===== src/rtl/pmu_pkg.sv =====
package pmu_pkg;
    localparam int REG_W        = 32;
    localparam int CYC_FLAG_POS = 31;
    localparam int SEL_W        = 8;
    localparam logic [SEL_W-1:0] SW_COUNT_CODE = 8'h00;
    localparam logic REG_FLAGS  = 1'b0;
    localparam logic REG_SWINC  = 1'b1;

    typedef enum logic [1:0] {
        ACC_IDLE,
        ACC_READ,
        ACC_WRITE,
        ACC_DENY
    } acc_state_e;
endpackage


===== src/rtl/pmu_counter.sv =====
module pmu_counter #(
    parameter int W = 32
) (
    input  logic         clk,
    input  logic         rst_n,
    input  logic         inc_i,
    input  logic         clr_i,
    output logic [W-1:0] value_o,
    output logic         wrap_o
);
    logic [W-1:0] value_q;
    logic         at_max;

    assign at_max  = &value_q;
    assign wrap_o  = inc_i & ~clr_i & at_max;
    assign value_o = value_q;

    always_ff @(posedge clk or negedge rst_n) begin
        if (!rst_n)      value_q <= '0;
        else if (clr_i)  value_q <= '0;
        else if (inc_i)  value_q <= value_q + 1'b1;
    end

    p_wrap_to_zero_r2: assert property (@(posedge clk) disable iff (!rst_n)
        (inc_i && !clr_i && at_max) |=> (value_q == '0));

    p_strobe_zero_r10: assert property (@(posedge clk) disable iff (!rst_n)
        clr_i |=> (value_q == '0));

    p_idle_holds_r9: assert property (@(posedge clk) disable iff (!rst_n)
        (!inc_i && !clr_i) |=> $stable(value_q));
endmodule


===== src/rtl/pmu_flag_bank.sv =====
module pmu_flag_bank #(
    parameter int N = 4
) (
    input  logic         clk,
    input  logic         rst_n,
    input  logic [N-1:0] wrap_i,
    input  logic [N-1:0] clr_i,
    output logic [N-1:0] flags_o
);
    logic [N-1:0] flags_q;

    always_ff @(posedge clk or negedge rst_n) begin
        if (!rst_n) flags_q <= '0;
        else        flags_q <= (flags_q & ~clr_i) | wrap_i;
    end

    assign flags_o = flags_q;

    p_sticky_r3: assert property (@(posedge clk) disable iff (!rst_n)
        1'b1 |=> ((flags_q & $past(flags_q & ~clr_i)) == $past(flags_q & ~clr_i)));

    p_wrap_wins_r5: assert property (@(posedge clk) disable iff (!rst_n)
        (wrap_i != '0) |=> ((flags_q & $past(wrap_i)) == $past(wrap_i)));

    p_no_spurious_set_r2: assert property (@(posedge clk) disable iff (!rst_n)
        1'b1 |=> ((flags_q & ~$past(flags_q) & ~$past(wrap_i)) == '0));
endmodule


===== src/rtl/pmu_access_fsm.sv =====
module pmu_access_fsm
    import pmu_pkg::*;
#(
    parameter int NUM_EVT = 3
) (
    input  logic               clk,
    input  logic               rst_n,
    input  logic               req_valid_i,
    input  logic               req_write_i,
    input  logic               req_sel_i,
    input  logic [REG_W-1:0]   req_wdata_i,
    input  logic               req_priv_i,
    input  logic               user_en_i,
    input  logic [NUM_EVT:0]   flags_i,
    output logic               rd_valid_o,
    output logic [REG_W-1:0]   rd_data_o,
    output logic               acc_err_o,
    output logic [NUM_EVT:0]   flag_clr_o,
    output logic [NUM_EVT-1:0] sw_inc_o
);
    acc_state_e         state_q, state_d;
    logic               sel_q;
    logic [NUM_EVT:0]   wmask_q;
    logic               permitted;
    logic [REG_W-1:0]   flag_word;

    assign permitted = req_priv_i | user_en_i;

    // next-state selection
    always_comb begin
        state_d = ACC_IDLE;
        if (req_valid_i) begin
            if (!permitted)       state_d = ACC_DENY;
            else if (req_write_i) state_d = ACC_WRITE;
            else                  state_d = ACC_READ;
        end
    end

    // state register and request capture
    always_ff @(posedge clk or negedge rst_n) begin
        if (!rst_n) begin
            state_q <= ACC_IDLE;
            sel_q   <= REG_FLAGS;
            wmask_q <= '0;
        end else begin
            state_q <= state_d;
            if (req_valid_i) begin
                sel_q   <= req_sel_i;
                wmask_q <= {req_wdata_i[CYC_FLAG_POS], req_wdata_i[NUM_EVT-1:0]};
            end
        end
    end

    // flag register layout
    always_comb begin
        flag_word = '0;
        flag_word[CYC_FLAG_POS] = flags_i[NUM_EVT];
        for (int i = 0; i < NUM_EVT; i++) begin
            flag_word[i] = flags_i[i];
        end
    end

    // outputs per state
    always_comb begin
        rd_valid_o = 1'b0;
        rd_data_o  = '0;
        acc_err_o  = 1'b0;
        flag_clr_o = '0;
        sw_inc_o   = '0;
        unique case (state_q)
            ACC_IDLE: ;
            ACC_READ: begin
                rd_valid_o = 1'b1;
                rd_data_o  = (sel_q == REG_FLAGS) ? flag_word : '0;
            end
            ACC_WRITE: begin
                if (sel_q == REG_FLAGS) flag_clr_o = wmask_q;
                else                    sw_inc_o   = wmask_q[NUM_EVT-1:0];
            end
            ACC_DENY: acc_err_o = 1'b1;
            default: ;
        endcase
    end

    p_blocked_user_r8: assert property (@(posedge clk) disable iff (!rst_n)
        (req_valid_i && !req_priv_i && !user_en_i) |=> (acc_err_o && !rd_valid_o));

    p_deny_quiet_r8: assert property (@(posedge clk) disable iff (!rst_n)
        acc_err_o |-> (flag_clr_o == '0 && sw_inc_o == '0 && rd_data_o == '0));

    p_err_one_cycle_r8: assert property (@(posedge clk) disable iff (!rst_n)
        (acc_err_o && !$past(req_valid_i && !permitted)) |-> 1'b0);

    p_swinc_reads_zero_r6: assert property (@(posedge clk) disable iff (!rst_n)
        (req_valid_i && permitted && !req_write_i && req_sel_i == REG_SWINC)
            |=> (rd_valid_o && rd_data_o == '0));

    p_reserved_zero_r1: assert property (@(posedge clk) disable iff (!rst_n)
        rd_valid_o |-> (rd_data_o[CYC_FLAG_POS-1:NUM_EVT] == '0));
endmodule


===== src/rtl/pmu_overflow_unit.sv =====
module pmu_overflow_unit
    import pmu_pkg::*;
#(
    parameter int NUM_EVT   = 3,
    parameter int CNT_W     = 32,
    parameter int EVT_LINES = 16
) (
    input  logic                     clk,
    input  logic                     rst_n,
    input  logic                     glb_en,
    input  logic [NUM_EVT:0]         ctr_en,
    input  logic [NUM_EVT:0]         ctr_clr,
    input  logic [NUM_EVT*SEL_W-1:0] evt_sel,
    input  logic [EVT_LINES-1:0]     evt_lines,
    input  logic                     req_valid,
    input  logic                     req_write,
    input  logic                     req_sel,
    input  logic [REG_W-1:0]         req_wdata,
    input  logic                     req_priv,
    input  logic                     user_en,
    output logic                     rd_valid,
    output logic [REG_W-1:0]         rd_data,
    output logic                     acc_err,
    output logic [NUM_EVT*CNT_W-1:0] evt_count,
    output logic [CNT_W-1:0]         cyc_count
);
    localparam int LINE_IDX_W = (EVT_LINES > 1) ? $clog2(EVT_LINES) : 1;
    localparam int NUM_CTR    = NUM_EVT + 1;

    logic [NUM_CTR-1:0] wrap;
    logic [NUM_CTR-1:0] flags;
    logic [NUM_CTR-1:0] flag_clr;
    logic [NUM_EVT-1:0] sw_inc;
    logic [NUM_CTR-1:0] inc;

    pmu_access_fsm #(.NUM_EVT(NUM_EVT)) u_access (
        .clk         (clk),
        .rst_n       (rst_n),
        .req_valid_i (req_valid),
        .req_write_i (req_write),
        .req_sel_i   (req_sel),
        .req_wdata_i (req_wdata),
        .req_priv_i  (req_priv),
        .user_en_i   (user_en),
        .flags_i     (flags),
        .rd_valid_o  (rd_valid),
        .rd_data_o   (rd_data),
        .acc_err_o   (acc_err),
        .flag_clr_o  (flag_clr),
        .sw_inc_o    (sw_inc)
    );

    for (genvar g = 0; g < NUM_EVT; g++) begin : g_evt
        logic [SEL_W-1:0] sel;
        logic             is_sw;
        logic             hw_hit;

        assign sel    = evt_sel[g*SEL_W +: SEL_W];
        assign is_sw  = (sel == SW_COUNT_CODE);
        assign hw_hit = !is_sw && (sel < SEL_W'(EVT_LINES))
                        && evt_lines[sel[LINE_IDX_W-1:0]];
        assign inc[g] = glb_en & ctr_en[g] & (is_sw ? sw_inc[g] : hw_hit);

        pmu_counter #(.W(CNT_W)) u_ctr (
            .clk     (clk),
            .rst_n   (rst_n),
            .inc_i   (inc[g]),
            .clr_i   (ctr_clr[g]),
            .value_o (evt_count[g*CNT_W +: CNT_W]),
            .wrap_o  (wrap[g])
        );

        p_swinc_gated_r7: assert property (@(posedge clk) disable iff (!rst_n)
            (sw_inc[g] && is_sw && glb_en && ctr_en[g] && !ctr_clr[g]
                && evt_count[g*CNT_W +: CNT_W] != '1)
            |=> (evt_count[g*CNT_W +: CNT_W]
                 == $past(evt_count[g*CNT_W +: CNT_W]) + 1'b1));
    end

    assign inc[NUM_EVT] = glb_en & ctr_en[NUM_EVT];

    pmu_counter #(.W(CNT_W)) u_cyc (
        .clk     (clk),
        .rst_n   (rst_n),
        .inc_i   (inc[NUM_EVT]),
        .clr_i   (ctr_clr[NUM_EVT]),
        .value_o (cyc_count),
        .wrap_o  (wrap[NUM_EVT])
    );

    pmu_flag_bank #(.N(NUM_CTR)) u_flags (
        .clk     (clk),
        .rst_n   (rst_n),
        .wrap_i  (wrap),
        .clr_i   (flag_clr),
        .flags_o (flags)
    );

    p_gated_off_r4: assert property (@(posedge clk) disable iff (!rst_n)
        (!glb_en && !ctr_clr[NUM_EVT]) |=> $stable(cyc_count));
endmodule


===== config.mk =====
export PLATFORM = sky130hd
export DESIGN_NAME = pmu_overflow_unit
export DESIGN_NICKNAME = d
export VERILOG_FILES = /design/src/rtl/pmu_pkg.sv /design/src/rtl/pmu_counter.sv /design/src/rtl/pmu_flag_bank.sv /design/src/rtl/pmu_access_fsm.sv /design/src/rtl/pmu_overflow_unit.sv
export SDC_FILE = /design/constraint.sdc
export NUM_CORES = 1
export LEC_CHECK = 0
export ABC_AREA = 0
export CORE_ASPECT_RATIO = 0.6
export CORE_MARGIN = 2
export CORE_UTILIZATION = 45
export DETAILED_ROUTE_END_ITERATION = 8
export PLACE_DENSITY_LB_ADDON = 0.05
export REMOVE_ABC_BUFFERS = 1
export SKIP_LAST_GASP = 1
export SYNTH_ARGS = -nofsm -noshare
export SYNTH_HDL_FRONTEND = slang
export SYNTH_SLANG_ARGS = --single-unit

===== constraint.sdc =====
create_clock -name clk -period 2.6 [get_ports clk]
set_input_delay 0.52 -clock clk [delete_from_list [all_inputs] [get_ports clk]]
set_output_delay 0.52 -clock clk [all_outputs]
set_load 0.02 [all_outputs]

==> results of run 1 <==
## per-layer routing
| layer | part of all wire | GRT usage |
|---|---|---|
| met1 | 0.50 | 0.382 |
| met2 | 0.43 | 0.350 |
| met3 | 0.057 | 0.0578 |
| met4 | 0.011 | 0.0549 |
| met5 | 0 | 0 |
## logic make-up (layout without fill, tap and decap cells)
| group | Yosys count | in the layout |
|---|---|---|
| AND/OR/NAND/NOR | 442 | 442 |
| AO/OA/AOI/OAI | 147 | 148 |
| flip-flops | 139 | 139 |
| buffers and inverters | 105 | 336 |
| multiplexers | 80 | 80 |
| XOR/XNOR | 21 | 21 |
| adder cells (fa/ha/maj) | 4 | 4 |
| other | 1 | 29 |
## repair_timing
| item | in CTS | in global routing |
|---|---|---|
| resized for setup | 9 | 19 |
| buffers inserted | 3 | 5 |
| endpoints found under the setup margin | 21 | 62 |
| pin swaps | 3 | 7 |
| gates cloned | 0 | 2 |
## where the power goes
group / internal, W / switching (W)
Sequential: 0.00218 / 0.0000116
Combinational: 0.000261 / 0.000327
Clock: 0.00142 / 0.000920
## registers in the layout (all words and copies together) (netlist names)
| signal | cells |
|---|---|
| u_access.sel_q | 1 |
| u_access.state_q | 2 |
| u_access.wmask_q | 4 |
| u_flags.flags_o | 4 |
| u_cyc.value_o | 32 |
| g_evt.u_ctr.value_o | 96 |
## area by class of cell
type                    count  area share
diodes                      1    0.000204
multi-input cells         723       0.411
clock inverters             9     0.00807
flip-flops and latches    139       0.284
clock buffers              21      0.0368
inverters                  14     0.00429
well taps                 266      0.0272
repair buffers            292       0.228
## cells in the final DEF, fill, tap and decap left out, types with 8 or more instances in the layout
cell and instances:
sky130_fd_sc_hd__nor4_1 25, sky130_fd_sc_hd__nand3_1 37, sky130_fd_sc_hd__nand4_1 54, sky130_fd_sc_hd__inv_1 14
sky130_fd_sc_hd__a21oi_1 52, sky130_fd_sc_hd__o31ai_1 29, sky130_fd_sc_hd__xnor2_1 15, sky130_fd_sc_hd__nand2_1 44
sky130_fd_sc_hd__and3_1 25, sky130_fd_sc_hd__or2_2 10, sky130_fd_sc_hd__o311ai_0 9, sky130_fd_sc_hd__o41ai_1 10
sky130_fd_sc_hd__clkdlybuf4s50_1 183, sky130_fd_sc_hd__buf_4 87, sky130_fd_sc_hd__nor2b_1 60, sky130_fd_sc_hd__and4_1 9
sky130_fd_sc_hd__mux2_2 46, sky130_fd_sc_hd__dfrtp_1 139, sky130_fd_sc_hd__nor2_1 91, sky130_fd_sc_hd__mux2_1 14
sky130_fd_sc_hd__and2_1 14, sky130_fd_sc_hd__clkbuf_16 18, sky130_fd_sc_hd__conb_1 28, sky130_fd_sc_hd__a211oi_1 8
sky130_fd_sc_hd__mux2i_1 9, sky130_fd_sc_hd__nor3_1 13, sky130_fd_sc_hd__or4_1 31
## critical path: stages
cell,delay [ns]
sky130_fd_sc_hd__clkdlybuf4s50_1,0.40
sky130_fd_sc_hd__or4_4,0.47
sky130_fd_sc_hd__a211oi_4,0.21
sky130_fd_sc_hd__buf_6,0.15
sky130_fd_sc_hd__buf_6,0.11
sky130_fd_sc_hd__nand3b_4,0.12
sky130_fd_sc_hd__buf_12,0.17
sky130_fd_sc_hd__a2111oi_4,0.38
sky130_fd_sc_hd__mux2_4,0.33
## worst paths after layout
kind	endpoint	cells after the start
worst min register to register	u_flags.flags_o[3]$_DFF_PN0_	1
max in group asynchronous	g_evt[1].u_ctr.value_o[14]$_DFFE_PN0P_	2
worst min-delay path	g_evt[1].u_ctr.value_o[25]$_DFFE_PN0P_	1
worst max-delay path	g_evt[0].u_ctr.value_o[20]$_DFFE_PN0P_	9
min in group clk	u_flags.flags_o[3]$_DFF_PN0_	1
worst max register to register	g_evt[0].u_ctr.value_o[20]$_DFFE_PN0P_	9
## through the flow
step                 util  setup TNS (ns)  setup slack (ns)  total power, W  instance area, sq um
floorplan               -          -56.17             -1.40         0.00242                  8420
global placement    0.601          -35.74            -0.503         0.00279                 11500
detailed placement  0.601          -36.59            -0.528         0.00280                 11500
CTS                 0.633         -0.0847           -0.0242         0.00514                 12100
global route        0.642          -0.129           -0.0440         0.00532                 12200
finish              0.642               0            0.0549         0.00511                 12300
==> impl_metrics.csv, run 1 <==
group,metric,value,unit
power_and_ir_drop,p_per_area,417,mW/mm^2
run_status,run_status,"complete, no violations",
setup_path,cp_data_arrival_time,2.86,ns
floorplanning,pin_count,250,
place,dp.cells,1424,
clocking,clock_sink_count,139,
setup_path,worstSetupPathType,"in -> reg",
place,hpwl,17.7,mm
logic_synthesis,synth_fa_ha_area_frac,0.00568,
timing,clock_skew,0.00988,ns
timing,rsz0062_at_grt,"yes",
floorplanning,floorplan.die.height,112,microns
clocking,clk-insertion-delay-late,0.43,ns
timing,timing.max_slew.rel_slack,0.548,
detailed_routing,drtAntennaViolNets,0,
clocking,cts_hold_buf,0,
timing,report.final.setup_viol,0,
place,gp_congestion,0.832,
global_routing,total_overflow_reported_by_the_global_router,0,
floorplanning,die_width,185,microns
logic_synthesis,synthMostInstantiatedCell,"sky130_fd_sc_hd__dfrtp_1",
setup_path,crit-reg2reg-launch,"u_access.state_q[0]$_DFF_PN0_",
setup_path,critPathRequiredTime,2.91,ns
floorplanning,std_cell_rows,39,
clocking,clockRootBuffer,"sky130_fd_sc_hd__clkbuf_16",
layout,regArea,0.00348,sq mm
layout,drive_above_1_share,0.187,
job,timing.max_cap.violations,0,
place,place.port_buffers,193,
logic_synthesis,post_synth_mux_area_share,0.113,
logic_synthesis,flip_flop_and_latch_count_after_synthesis,139,
global_routing,grt_first_pass_wirelength,40.7,mm
logic_synthesis,seq_area_frac_synth,0.395,
power_and_ir_drop,vdd_drop_max,0.476,mV
detailed_routing,drt-initial-drc-count,614,
logic_synthesis,async_flop_share,1.00,
floorplanning,floorplan.core_area,0.0191,sq mm
detailed_routing,routed_wire_length_per_instance,17.3,microns
detailed_routing,num_vias,8270,
timing,max_freq,393,MHz
logic_synthesis,main_combinational_cell_family_by_area_after_synthesis,"simple AND/OR/NAND/NOR gates",
timing,final.min_clock_period,2.55,ns
setup_path,worstSetupStartpoint,"evt_sel[4]",
layout,layout-area-overhead-vs-synth,39.1,%
global_routing,antenna_found_initial,1,
logic_synthesis,synthTopCellsByArea,"sky130_fd_sc_hd__dfrtp_1 (39%), sky130_fd_sc_hd__mux2_2 (5.9%), sky130_fd_sc_hd__nor2b_1 (4.3%)",
logic_synthesis,synth_enable_flop_cells,0,
detailed_routing,drt_drc_violations_left,0,
setup_path,end_kind,"register",
clocking,clkTransAtPathRegs,0.06,ns
floorplanning,effective_utilization_at_floorplan,0.462,
global_routing,grt_pass1_vias,7536,
setup_path,start_kind,"input port",
logic_synthesis,yosys.area.top_type_share,0.395,
min_path,worst_hold_path_type,"in -> async",
detailed_routing,detail_route.vias_per_cell,5.65,
floorplanning,floorplan.die_area,0.0207,sq mm
timing,finalHoldViolations,0,
timing,maxSlewViolCount,0,
logic_synthesis,synth_xor_xnor_area_share,0.0209,
global_routing,grt_start_max_net_pins,55,
setup_path,worstPathMaxFanout,8,
layout,multi_input_area,0.00504,sq mm
layout,layout.nets,1279,
logic_synthesis,yosys_warnings,0,
logic_synthesis,dominantRegCellSynth,"sky130_fd_sc_hd__dfrtp_1",
timing,worst_pin_slew,0.676,ns
clocking,tritoncts_clock_tree,"yes",
global_routing,gr-usage-all-layers,0.248,
logic_synthesis,post_synthesis_instance_total,939,
logic_synthesis,syn-cell-area,0.00881,sq mm
detailed_routing,finalWirelength,25.4,mm
logic_synthesis,avgSynthCellArea,9.38,sq um
layout,layout.cells.non_filler,1465,
setup_path,r2r_slack,0.14,ns
logic_synthesis,number_of_different_library_cells_in_the_post_synthesis_netlist,64,
logic_synthesis,post_synth_and_or_nand_nor_area_fraction,0.282,
layout,layout.filler_cells,1585,
logic_synthesis,synth_top_cells_by_count,"sky130_fd_sc_hd__dfrtp_1 (139), sky130_fd_sc_hd__nor2_1 (91), sky130_fd_sc_hd__nor2b_1 (61)",
logic_synthesis,netlist.top_cell.by_area,"sky130_fd_sc_hd__dfrtp_1",
logic_synthesis,synth_compound_gate_area_share,0.122,
timing,fin_crit_sh,0.979,
detailed_routing,detailedRoute.firstPassIterationCount,5,
clocking,cts_buffers,17,
clocking,ctsLongestPathBuffers,2,
timing,worst_hold_slack,0.0497,ns
clocking,htree_num_levels,4,
power_and_ir_drop,leakagePower,4.93,nW
No activity file was read; power rests on OpenSTA's default activity.
==> run 2, diff against run 1 <==
Settings changed: CORE_ASPECT_RATIO 0.6 to 1.4, TNS_END_PERCENT from default to 10.
==> impl_metrics.csv, run 2 (synthesis results as in run 1) <==
group,metric,value,unit
run_status,run_status,"complete, no violations",
global_routing,antenna_found_initial,4,
clocking,ctsLongestPathBuffers,2,
floorplanning,die_width,122,microns
timing,rsz0062_at_grt,"yes",
floorplanning,effective_utilization_at_floorplan,0.458,
timing,fin_crit_sh,0.989,
power_and_ir_drop,switching_share,0.244,
layout,largest_reg_flops,96,
timing,maxSlewViolCount,0,
power_and_ir_drop,p_clk_frac,0.483,
layout,layout.cells.non_filler,1449,
timing,clock_skew,0.00942,ns
power_and_ir_drop,vdd_drop_max,0.358,mV
clocking,htree_num_levels,4,
timing,worst_pin_slew,0.640,ns
global_routing,total_overflow_reported_by_the_global_router,0,
global_routing,grt_start_max_net_pins,54,
timing,report.final.setup_viol,0,
place,place.port_buffers,193,
job,timing.max_cap.violations,0,
global_routing,gr-usage-all-layers,0.246,
setup_path,critPathRequiredTime,2.90,ns
setup_path,crit_path_max_incr_delay,0.58,ns
power_and_ir_drop,cell_internal_pwr,0.00404,W
power_and_ir_drop,power.share.sequential,0.409,
power_and_ir_drop,p_switching,0.00130,W
detailed_routing,drt-initial-drc-count,583,
timing,max_freq,389,MHz
floorplanning,std_cell_rows,60,
layout,drive_above_1_share,0.195,
global_routing,grt_pass1_vias,7980,
setup_path,worstSetupPathType,"in -> reg",
layout,layout_commonest_cell,"sky130_fd_sc_hd__clkdlybuf4s50_1",
detailed_routing,detailedRoute.firstPassIterationCount,5,
detailed_routing,detail_route.vias_per_cell,5.74,
clocking,cts_hold_buf,0,
power_and_ir_drop,p_per_area,431,mW/mm^2
clocking,clock_sink_count,139,
setup_path,start_kind,"input port",
setup_path,cp.buffers_inverters,2,
clocking,clk-insertion-delay-late,0.42,ns
floorplanning,pin_count,250,
floorplanning,floorplan.die.height,170,microns
clocking,tritoncts_clock_tree,"yes",
timing,final.min_clock_period,2.57,ns
layout,finish.utilization,0.646,
setup_path,cpMaxStageDelayCell,"sky130_fd_sc_hd__clkdlybuf4s50_1",
clocking,clkTransAtPathRegs,0.06,ns
global_routing,grt_first_pass_wirelength,41.1,mm
clocking,clockRootBuffer,"sky130_fd_sc_hd__clkbuf_16",
detailed_routing,num_vias,8323,
setup_path,cp_top_family,"compound AO/OA/AOI/OAI gates",
min_path,worst_hold_path_type,"in -> async",
timing,timing.max_slew.rel_slack,0.574,
floorplanning,floorplan.core_area,0.0192,sq mm
place,hpwl,18.2,mm
detailed_routing,routed_wire_length_per_instance,17.5,microns
layout,layout.nets,1276,
clocking,cts_buffers,17,
setup_path,worstPathMaxFanout,6,
power_and_ir_drop,share_comb_of_total_power,0.108,
detailed_routing,drt_drc_violations_left,0,
setup_path,end_kind,"register",
power_and_ir_drop,leakagePower,4.94,nW
timing,finalHoldViolations,0,
layout,layout-area-overhead-vs-synth,41.0,%
detailed_routing,drtAntennaViolNets,0,
setup_path,path_cells,"clkdlybuf4s50_1 -> nand2_1 -> a2111oi_0 -> a32oi_1 -> buf_4 -> a21boi_0 -> mux2_2",
setup_path,cp_data_arrival_time,2.87,ns
floorplanning,floorplan.die_area,0.0207,sq mm
layout,mostFrequentLayoutCells,"sky130_fd_sc_hd__clkdlybuf4s50_1 (186), sky130_fd_sc_hd__dfrtp_1 (139), sky130_fd_sc_hd__nor2_1 (91)",
place,dp.cells,1408,
detailed_routing,finalWirelength,25.4,mm
place,gp_congestion,0.890,
-- run 2: final cells by class --
type,instances,area [sq um]
clock buffer,18,429
fill,1626,6800
clock inverter,14,195
timing repair buffer,290,2850
multi-input combinational,722,5090
tap,248,310
inverter,14,52.6
sequential,139,3480
antenna,4,10.0
-- run 2: worst register-to-register path: cells and delay by family, from the launching register on --
kind,cells,cell delay [ns]
AO/OA/AOI/OAI,3,1.08
buffers and inverters,1,0.23
flip-flops,1,0.45
multiplexers,1,0.35
AND/OR/NAND/NOR,1,0.32
-- run 2: routing by layer --
| metal | routed length (microns) | GRT usage |
|---|---|---|
| met1 | 10600 | 0.316 |
| met2 | 12500 | 0.403 |
| met3 | 1770 | 0.0568 |
| met4 | 572 | 0.0900 |
| met5 | 13 | 0 |
-- run 2: stage by stage --
| step | hold WS, ns | worst slack [ns] | total power [W] | setup TNS [ns] | area [sq um] |
|---|---|---|---|---|---|
| after floorplan | 0.224 | -1.40 | 0.00242 | -56.17 | 8420 |
| after detailed placement | 0.486 | -0.488 | 0.00279 | -32.18 | 11500 |
| after CTS | 0.0664 | -0.0325 | 0.00539 | -0.315 | 12200 |
| after global routing | 0.0916 | -0.0346 | 0.00555 | -0.154 | 12400 |
| after global placement | 0.479 | -0.482 | 0.00279 | -30.03 | 11500 |
| final | 0.0531 | 0.0294 | 0.00535 | 0 | 12400 |
-- run 2: final timing paths --
kind | from | endpoint | slack, ns | cells past startpoint
setup / recovery | glb_en | g_evt[0].u_ctr.value_o[9]$_DFFE_PN0P_ | 0.03 | 7
hold / removal | rst_n | u_cyc.value_o[17]$_DFFE_PN0P_ | 0.05 | 1
setup reg to reg | u_access.sel_q$_DFFE_PN0P_ | g_evt[0].u_ctr.value_o[9]$_DFFE_PN0P_ | 0.05 | 6
hold reg to reg | u_flags.flags_o[0]$_DFF_PN0_ | u_flags.flags_o[0]$_DFF_PN0_ | 0.50 | 1
max in group asynchronous | rst_n | g_evt[1].u_ctr.value_o[24]$_DFFE_PN0P_ | 1.87 | 2
min in group clk | u_flags.flags_o[0]$_DFF_PN0_ | u_flags.flags_o[0]$_DFF_PN0_ | 0.50 | 1
-- run 2: power by group through the flow --
stage               registers [W]  logic [W]  clock network, W
floorplan                 0.00223   0.000189                 0
global route              0.00219   0.000628           0.00273
detailed placement        0.00223   0.000567                 0
CTS                       0.00219   0.000571           0.00264
global placement          0.00223   0.000563                 0
finish                    0.00219   0.000576           0.00258
-- run 2: what timing repair did --
item | CTS | global route
cloned | 0 | 1
resized for setup | 1 | 40
buffers inserted | 0 | 4
pin swaps | 1 | 15
endpoints found under the setup margin | 25 | 58
